`config.mk`:
```
export PLATFORM = sky130hd
export DESIGN_NAME = rxring_writer
export DESIGN_NICKNAME = d
export VERILOG_FILES = /design/src/rtl/rxring_pkg.sv /design/src/rtl/rxring_filter.sv /design/src/rtl/rxring_rdptr.sv /design/src/rtl/rxring_irq.sv /design/src/rtl/rxring_writer.sv
export SDC_FILE = /design/constraint.sdc
export NUM_CORES = 1
export LEC_CHECK = 0
export ABC_AREA = 1
export BUFFER_PORTS_ARGS = -buffer_cell sky130_fd_sc_hd__buf_4
export CAP_MARGIN = 20
export CORE_MARGIN = 2
export CORE_UTILIZATION = 30
export CTS_CLUSTER_SIZE = 14
export DETAILED_ROUTE_END_ITERATION = 8
export SYNTH_ARGS = -nofsm -noshare
export SYNTH_HDL_FRONTEND = slang
export SYNTH_HIERARCHICAL = 1
export SYNTH_SLANG_ARGS = --single-unit
```
`constraint.sdc`:
```
create_clock -name clk -period 5.9 [get_ports clk]
set_clock_uncertainty 0.15 [all_clocks]
set_input_delay 1.18 -clock clk [delete_from_list [all_inputs] [get_ports clk]]
set_output_delay 1.18 -clock clk [all_outputs]
set_load 0.03 [all_outputs]
```
`src/rtl/rxring_pkg.sv`:
```
package rxring_pkg;

  typedef logic [15:0] ofs_t;

  typedef enum logic {ST_RX, ST_HDR} wr_state_e;

  typedef struct packed {
    logic       mcast;
    logic       own;
    logic       bcast;
    logic [6:0] rsv;
    logic       bad_sym;
    logic       runt;
    logic       too_long;
    logic       crc_bad;
    logic       align_bad;
    logic       ok;
  } rx_stat_t;

  // ring size in bytes; selector 3 behaves like 2
  function automatic ofs_t ring_size(input int base_log2, input logic [1:0] idx);
    int e;
    e = (idx == 2'd3) ? 2 : int'(idx);
    return ofs_t'(1) << (base_log2 + e);
  endfunction

  // aligned record footprint: header + frame, rounded up to 4
  function automatic ofs_t rec_span(input logic [15:0] len);
    return (len + 16'd7) & ~16'd3;
  endfunction

  // free bytes between write offset and read position
  function automatic ofs_t ring_gap(input ofs_t rd, input ofs_t wr, input ofs_t size);
    ofs_t d;
    d = (rd - wr) & (size - 16'd1);
    return (d == 16'd0) ? size : d;
  endfunction

endpackage

```
`src/rtl/rxring_filter.sv`:
```
module rxring_filter (
  input  logic [3:0] accept_mask,
  input  logic       bcast,
  input  logic       mcast,
  input  logic       own,
  output logic       accept,
  output logic       cls_bcast,
  output logic       cls_mcast,
  output logic       cls_own
);
  always_comb begin
    cls_bcast = bcast;
    cls_mcast = mcast & ~bcast;
    cls_own   = own & ~bcast & ~mcast;
    if (cls_bcast)      accept = accept_mask[3];
    else if (cls_mcast) accept = accept_mask[2];
    else if (cls_own)   accept = accept_mask[1] | accept_mask[0];
    else                accept = accept_mask[0];
  end
endmodule

```
`src/rtl/rxring_rdptr.sv`:
```
module rxring_rdptr
  import rxring_pkg::*;
#(
  parameter int BASE_LOG2 = 13,
  parameter logic [15:0] RD_RESET = 16'hFFF0,
  parameter int RD_BIAS = 16
) (
  input  logic        clk,
  input  logic        rst_n,
  input  logic        rd_we,
  input  logic [15:0] rd_wdata,
  input  logic [1:0]  ring_idx,
  input  ofs_t        wr_ofs,
  output ofs_t        size,
  output ofs_t        free_bytes,
  output logic        empty
);
  logic [15:0] rd_reg;
  ofs_t        rd_pos;

  always_ff @(posedge clk) begin
    if (!rst_n)     rd_reg <= RD_RESET;
    else if (rd_we) rd_reg <= rd_wdata;
  end

  always_comb begin
    size       = ring_size(BASE_LOG2, ring_idx);
    rd_pos     = (rd_reg + 16'(RD_BIAS)) & (size - 16'd1);
    free_bytes = ring_gap(rd_pos, wr_ofs, size);
    empty      = (rd_pos == wr_ofs);
  end
endmodule

```
`src/rtl/rxring_irq.sv`:
```
module rxring_irq #(
  parameter int NB = 16
) (
  input  logic          clk,
  input  logic          rst_n,
  input  logic [NB-1:0] set_vec,
  input  logic          clr_we,
  input  logic [NB-1:0] clr_data,
  output logic [NB-1:0] status
);
  logic [NB-1:0] clr_vec;
  assign clr_vec = clr_we ? clr_data : '0;

  always_ff @(posedge clk) begin
    if (!rst_n) status <= '0;
    else        status <= (status & ~clr_vec) | set_vec;
  end
endmodule

```
`src/rtl/rxring_writer.sv`:
```
module rxring_writer
  import rxring_pkg::*;
#(
  parameter int BASE_LOG2 = 13,
  parameter int IRQ_OK_BIT = 0,
  parameter int IRQ_OVF_BIT = 4
) (
  input  logic        clk,
  input  logic        rst_n,
  input  logic [3:0]  cfg_accept,
  input  logic [1:0]  cfg_ring_idx,
  input  logic        in_valid,
  output logic        in_ready,
  input  logic [7:0]  in_byte,
  input  logic        in_sof,
  input  logic        in_eof,
  input  logic        in_bcast,
  input  logic        in_mcast,
  input  logic        in_own,
  input  logic [4:0]  in_err,
  input  logic        rdptr_we,
  input  logic [15:0] rdptr_wdata,
  input  logic        irq_clr_we,
  input  logic [15:0] irq_clr_data,
  output logic        mem_we,
  output logic        mem_word,
  output logic [15:0] mem_addr,
  output logic [31:0] mem_wdata,
  output logic [15:0] wr_ofs,
  output logic        buf_empty,
  output logic [15:0] int_stat
);
  localparam int HDR_BYTES = 4;

  wr_state_e   state;
  ofs_t        wp, size, free_bytes;
  logic [15:0] cnt, cur_cnt;
  ofs_t        pos, byte_addr, span;
  logic        acc_q, bc_q, mc_q, own_q, ovf_q;
  logic [4:0]  err_q;
  logic        f_acc, f_bc, f_mc, f_own;
  logic        fire, acc_now, byte_room, fits;
  rx_stat_t    stat;
  logic [31:0] hdr_word;
  logic [15:0] irq_set;

  // named events, observed by the checker
  logic        byte_ev, commit_ev, drop_ev;

  rxring_filter u_filter (
    .accept_mask (cfg_accept),
    .bcast       (in_bcast),
    .mcast       (in_mcast),
    .own         (in_own),
    .accept      (f_acc),
    .cls_bcast   (f_bc),
    .cls_mcast   (f_mc),
    .cls_own     (f_own)
  );

  rxring_rdptr #(.BASE_LOG2(BASE_LOG2)) u_rdptr (
    .clk        (clk),
    .rst_n      (rst_n),
    .rd_we      (rdptr_we),
    .rd_wdata   (rdptr_wdata),
    .ring_idx   (cfg_ring_idx),
    .wr_ofs     (wp),
    .size       (size),
    .free_bytes (free_bytes),
    .empty      (buf_empty)
  );

  always_comb begin
    irq_set = '0;
    irq_set[IRQ_OK_BIT]  = commit_ev & stat.ok;
    irq_set[IRQ_OVF_BIT] = drop_ev;
  end

  rxring_irq #(.NB(16)) u_irq (
    .clk      (clk),
    .rst_n    (rst_n),
    .set_vec  (irq_set),
    .clr_we   (irq_clr_we),
    .clr_data (irq_clr_data),
    .status   (int_stat)
  );

  assign in_ready = (state == ST_RX);
  assign fire     = in_valid & in_ready;

  always_comb begin
    cur_cnt   = in_sof ? 16'd0 : cnt;
    pos       = cur_cnt + 16'(HDR_BYTES);
    byte_room = pos < free_bytes;
    acc_now   = in_sof ? f_acc : acc_q;
    byte_ev   = fire & acc_now & byte_room;
    byte_addr = (wp + pos) & (size - 16'd1);
    span      = rec_span(cnt);
    fits      = ~ovf_q & (span < free_bytes);
    commit_ev = (state == ST_HDR) & acc_q & fits;
    drop_ev   = (state == ST_HDR) & acc_q & ~fits;

    stat           = '0;
    stat.ok        = ~|err_q;
    stat.align_bad = err_q[0];
    stat.crc_bad   = err_q[1];
    stat.too_long  = err_q[2];
    stat.runt      = err_q[3];
    stat.bad_sym   = err_q[4];
    stat.bcast     = bc_q;
    stat.mcast     = mc_q;
    stat.own       = own_q;
    hdr_word       = {cnt, stat};
  end

  always_ff @(posedge clk) begin
    if (!rst_n) begin
      state <= ST_RX;
      wp    <= '0;
      cnt   <= '0;
      acc_q <= 1'b0;
      bc_q  <= 1'b0;
      mc_q  <= 1'b0;
      own_q <= 1'b0;
      ovf_q <= 1'b0;
      err_q <= '0;
    end else begin
      if (fire) begin
        cnt   <= cur_cnt + 16'd1;
        acc_q <= acc_now;
        ovf_q <= (in_sof ? 1'b0 : ovf_q) | (acc_now & ~byte_room);
        if (in_sof) begin
          bc_q  <= f_bc;
          mc_q  <= f_mc;
          own_q <= f_own;
        end
        if (in_eof) begin
          err_q <= in_err;
          state <= ST_HDR;
        end
      end
      if (state == ST_HDR) state <= ST_RX;
      if (commit_ev) wp <= (wp + span) & (size - 16'd1);
    end
  end

  always_ff @(posedge clk) begin
    if (!rst_n) begin
      mem_we    <= 1'b0;
      mem_word  <= 1'b0;
      mem_addr  <= '0;
      mem_wdata <= '0;
    end else begin
      mem_we    <= byte_ev | commit_ev;
      mem_word  <= commit_ev;
      mem_addr  <= commit_ev ? wp : byte_addr;
      mem_wdata <= commit_ev ? hdr_word : {24'd0, in_byte};
    end
  end

  assign wr_ofs = wp;

endmodule

```
==> summary by stage <==
Pwr
The total power density per cell area is 216 nW/um^2. VDD sags by at most ~0.18 mV. In this run the static leakage power is ~5.7 nW.

Global routing
The total grt overflow is 0. The number of antenna violations at the first check in global routing is 0. The number of global-route vias before repair is 8237.

The first-pass GRT wire length is between 40 and 50 mm. In the global route stage, overall resource usage came out at 0.177. The pin count of the biggest net entering global routing is 38.

Worst setup path
The data arrival time of the critical path is approximately 5200 ps. The most numerous cell on the critical path is nand2_1. The startpoint class of the critical path is a register. In this run the worst path has a maximum fanout of 20. The slowest cell on the critical path is nor3_1. The start-to-end type of the worst setup path is register to register. On the worst path, the slowest cell contributes a delay of roughly 400 ps. The type of element capturing the critical path is a register. For the worst flop-to-flop path, the logic depth is 28. STA puts the critical path data required time at a little over 6000 ps.

Clock network
The insertion delay of the later-clocked pin in the worst-skew pair is between 400 and 500 ps. The clock drives ~120 sinks. The post-CTS repair timing setup buffer count is 0. The number of instances resized during post-cts repair is 0. The maximum count of clock buffers along a single path is 2. The cell sitting at the root of the clock tree is a clkbuf_16.

The number of buffers inserted by hold repair at cts is 0. The deepest level of the CTS H-tree is 4. The TritonCTS clock tree is done. TritonCTS created 17 clock buffers.

After clock tree synthesis, the clock-pin slew on the worst setup and hold paths is 70 ps.

Yosys
Counting distinct cell types in the post-synthesis netlist gives 52. Of the synthesized area, sequential elements account for 0.260. The mean instance size in the synthesized netlist is about 6.5 sq um.

The top cell type's share of synthesized area is 0.260. Summing every instance area after synthesis gives between 9000 and 10000 sq um. By area the synthesized netlist is led by dfxtp_1 26%, nand2_1 15%, ha_1 11%. The gate count of the mapped netlist is roughly 1400. The total number of yosys warnings is 6. The library cell with the largest summed area after synthesis is dfxtp_1. The synthesis-stage register bit count is 119.

Timing
The maximum frequency from static timing analysis is 199 MHz. Setup repair after global routing left no endpoint under its margin. Setup violations remaining at the end of the flow were counted as 0. The final-report hold violation count came to 0.

For the pin with the worst max-slew slack, the measured transition is 687 ps. The worst pin sits at a relative slew slack of 0.541. Of the available clock period, the critical path in the final layout requires 0.850.

The number of pins with negative max-slew slack in the final report is 0. The final setup TNS is 0 ps. The final period demand of the worst path is ~5000 ps.

Final layout
The area growth from synthesis to final layout is 21.7%. Counting the fill cells in the layout gives approximately 3300. The flip-flop count of the largest register, all copies and words added is 27. Excluding fillers, the count of instances in the completed layout stands at between 1500 and 2000. The register bank with the most flops is mem_wdata. The number of antenna cells inserted is 0.

The fraction of layout cells with a size suffix above 1 is 0.173. The end-of-flow core utilization is 0.374. Leaving out fill and tap cells, the most frequent cells in the layout are 367 x nand2_1, 219 x inv_1, 142 x buf_4. The final layout contains about 1700 nets.

The commonest non-fill, non-tap cell in the layout is nand2_1.

Floorplanning
The die covers between 30000 and 40000 sq um. The standard cell core area is between 20000 and 30000 sq um. The vertical die dimension is between 150 and 200 um.

The starting density of the core is 0.307. The floorplan step set the die width to approximately 180 um. roughly 150 I/O pins were placed. The standard-cell row count is between 60 and 70.

Place
The number of cells after detailed placement is approximately 1900. The placer congestion estimate is 0.926. Detailed placement ended at an HPWL of roughly 23 mm.

The count of buffers added on input and output ports is approximately 140.

Outcome
The run finished with clean final reports.

Detailed routing
The average wire length per cell after detail routing is 14.3 um. The number of iterations in the first detailed-routing pass is 5. The detailed-route via count is just under 9000. The average via count per standard cell is 4.52. The final routed wirelength across all metal layers is between 20 and 30 mm. The final antenna-violating net count is 0.

The first-iteration detailed-routing DRC count is 575. In the routed design, unresolved DRC markers number 0.

Job
The max-cap check violation count is 0.

Worst hold path
The path class of the tightest hold or removal check is register to register. The worst hold path passes through 2 cells.
-- where the power goes --
part / total (W) / internal (W) / switching [W]
Sequential: 0.000841 / 0.000828 / 0.0000134
Clock: 0.00112 / 0.000692 / 0.000428
Combinational: 0.000443 / 0.000157 / 0.000286
Total: 0.00240 / 0.00168 / 0.000727
-- stage by stage --
stage                     hold WS [ps]  total power, W  setup WS [ps]  area, sq um
final                              291         0.00240            883        11100
after floorplan                    266         0.00118           1610         9270
after global placement             279         0.00129            605        10500
after global routing               326         0.00253            442        11100
after detailed placement           283         0.00129            560        10500
after CTS                          294         0.00242            933        11100
-- cell usage after synthesis, drive strengths merged --
master	number
a211oi	2
or2	6
xnor2	7
conb	3
a21boi	2
fa	3
dfxtp	119
clkbuf	9
clkinv	3
nand3b	11
o21ai	69
and2	4
inv	229
buf	35
o21a	2
nor3b	4
a31oi	4
nand3	90
o21bai	1
nand2	404
nor4	3
ha	78
o31ai	1
a21o	1
and3	2
o22ai	3
xor2	30
nor3	15
nand4	17
nor2	154
a21oi	96
-- cell type report --
cell class / instances / area, sq um / area share
tap: 390 / 488 / 0.0438
clock buffer: 19 / 453 / 0.0407
sequential: 119 / 2380 / 0.214
multi-input combinational: 1045 / 5700 / 0.512
clock inverter: 13 / 168 / 0.0151
timing repair buffer: 142 / 1070 / 0.0957
inverter: 232 / 878 / 0.0789
-- logic make-up (layout without fill, tap and decap cells) --
family          count (synthesis)  in the layout  synth area share
buf+inv                       276            406             0.130
simple gates                  710            710             0.352
fa+ha+maj                      81             81             0.113
compound gates                181            181             0.107
flops                         119            119             0.260
xor+xnor                       37             37            0.0354
other cells                     3             36           0.00123
-- layer usage --
layer	vias up	share of wire	routed length, um	track usage
met4	0	0.011	295	0.0346
met2	202	0.45	12700	0.292
met3	16	0.051	1440	0.0283
li1	4698	-	-	-
met5	-	0	0	0
met1	3946	0.49	13600	0.243
-- critical path, delay by kind of cell (launching register included) --
family,cells,cell delay [ps]
and+or+nand+nor,19,2720
adders and majority gates,2,640
buffers and inverters,4,580
AOI/OAI and AO/OA,3,460
DFF,1,380
-- final timing paths --
check                                     end              start  slack [ps]
worst min register to register  mem_wdata[15]               mc_q         290
worst max register to register  mem_wdata[28]  u_rdptr/rd_reg[6]         880
worst max-delay path            mem_wdata[28]  u_rdptr/rd_reg[6]         880
worst min-delay path            mem_wdata[15]               mc_q         290
Note: power is estimated with default switching activity, not from simulation.
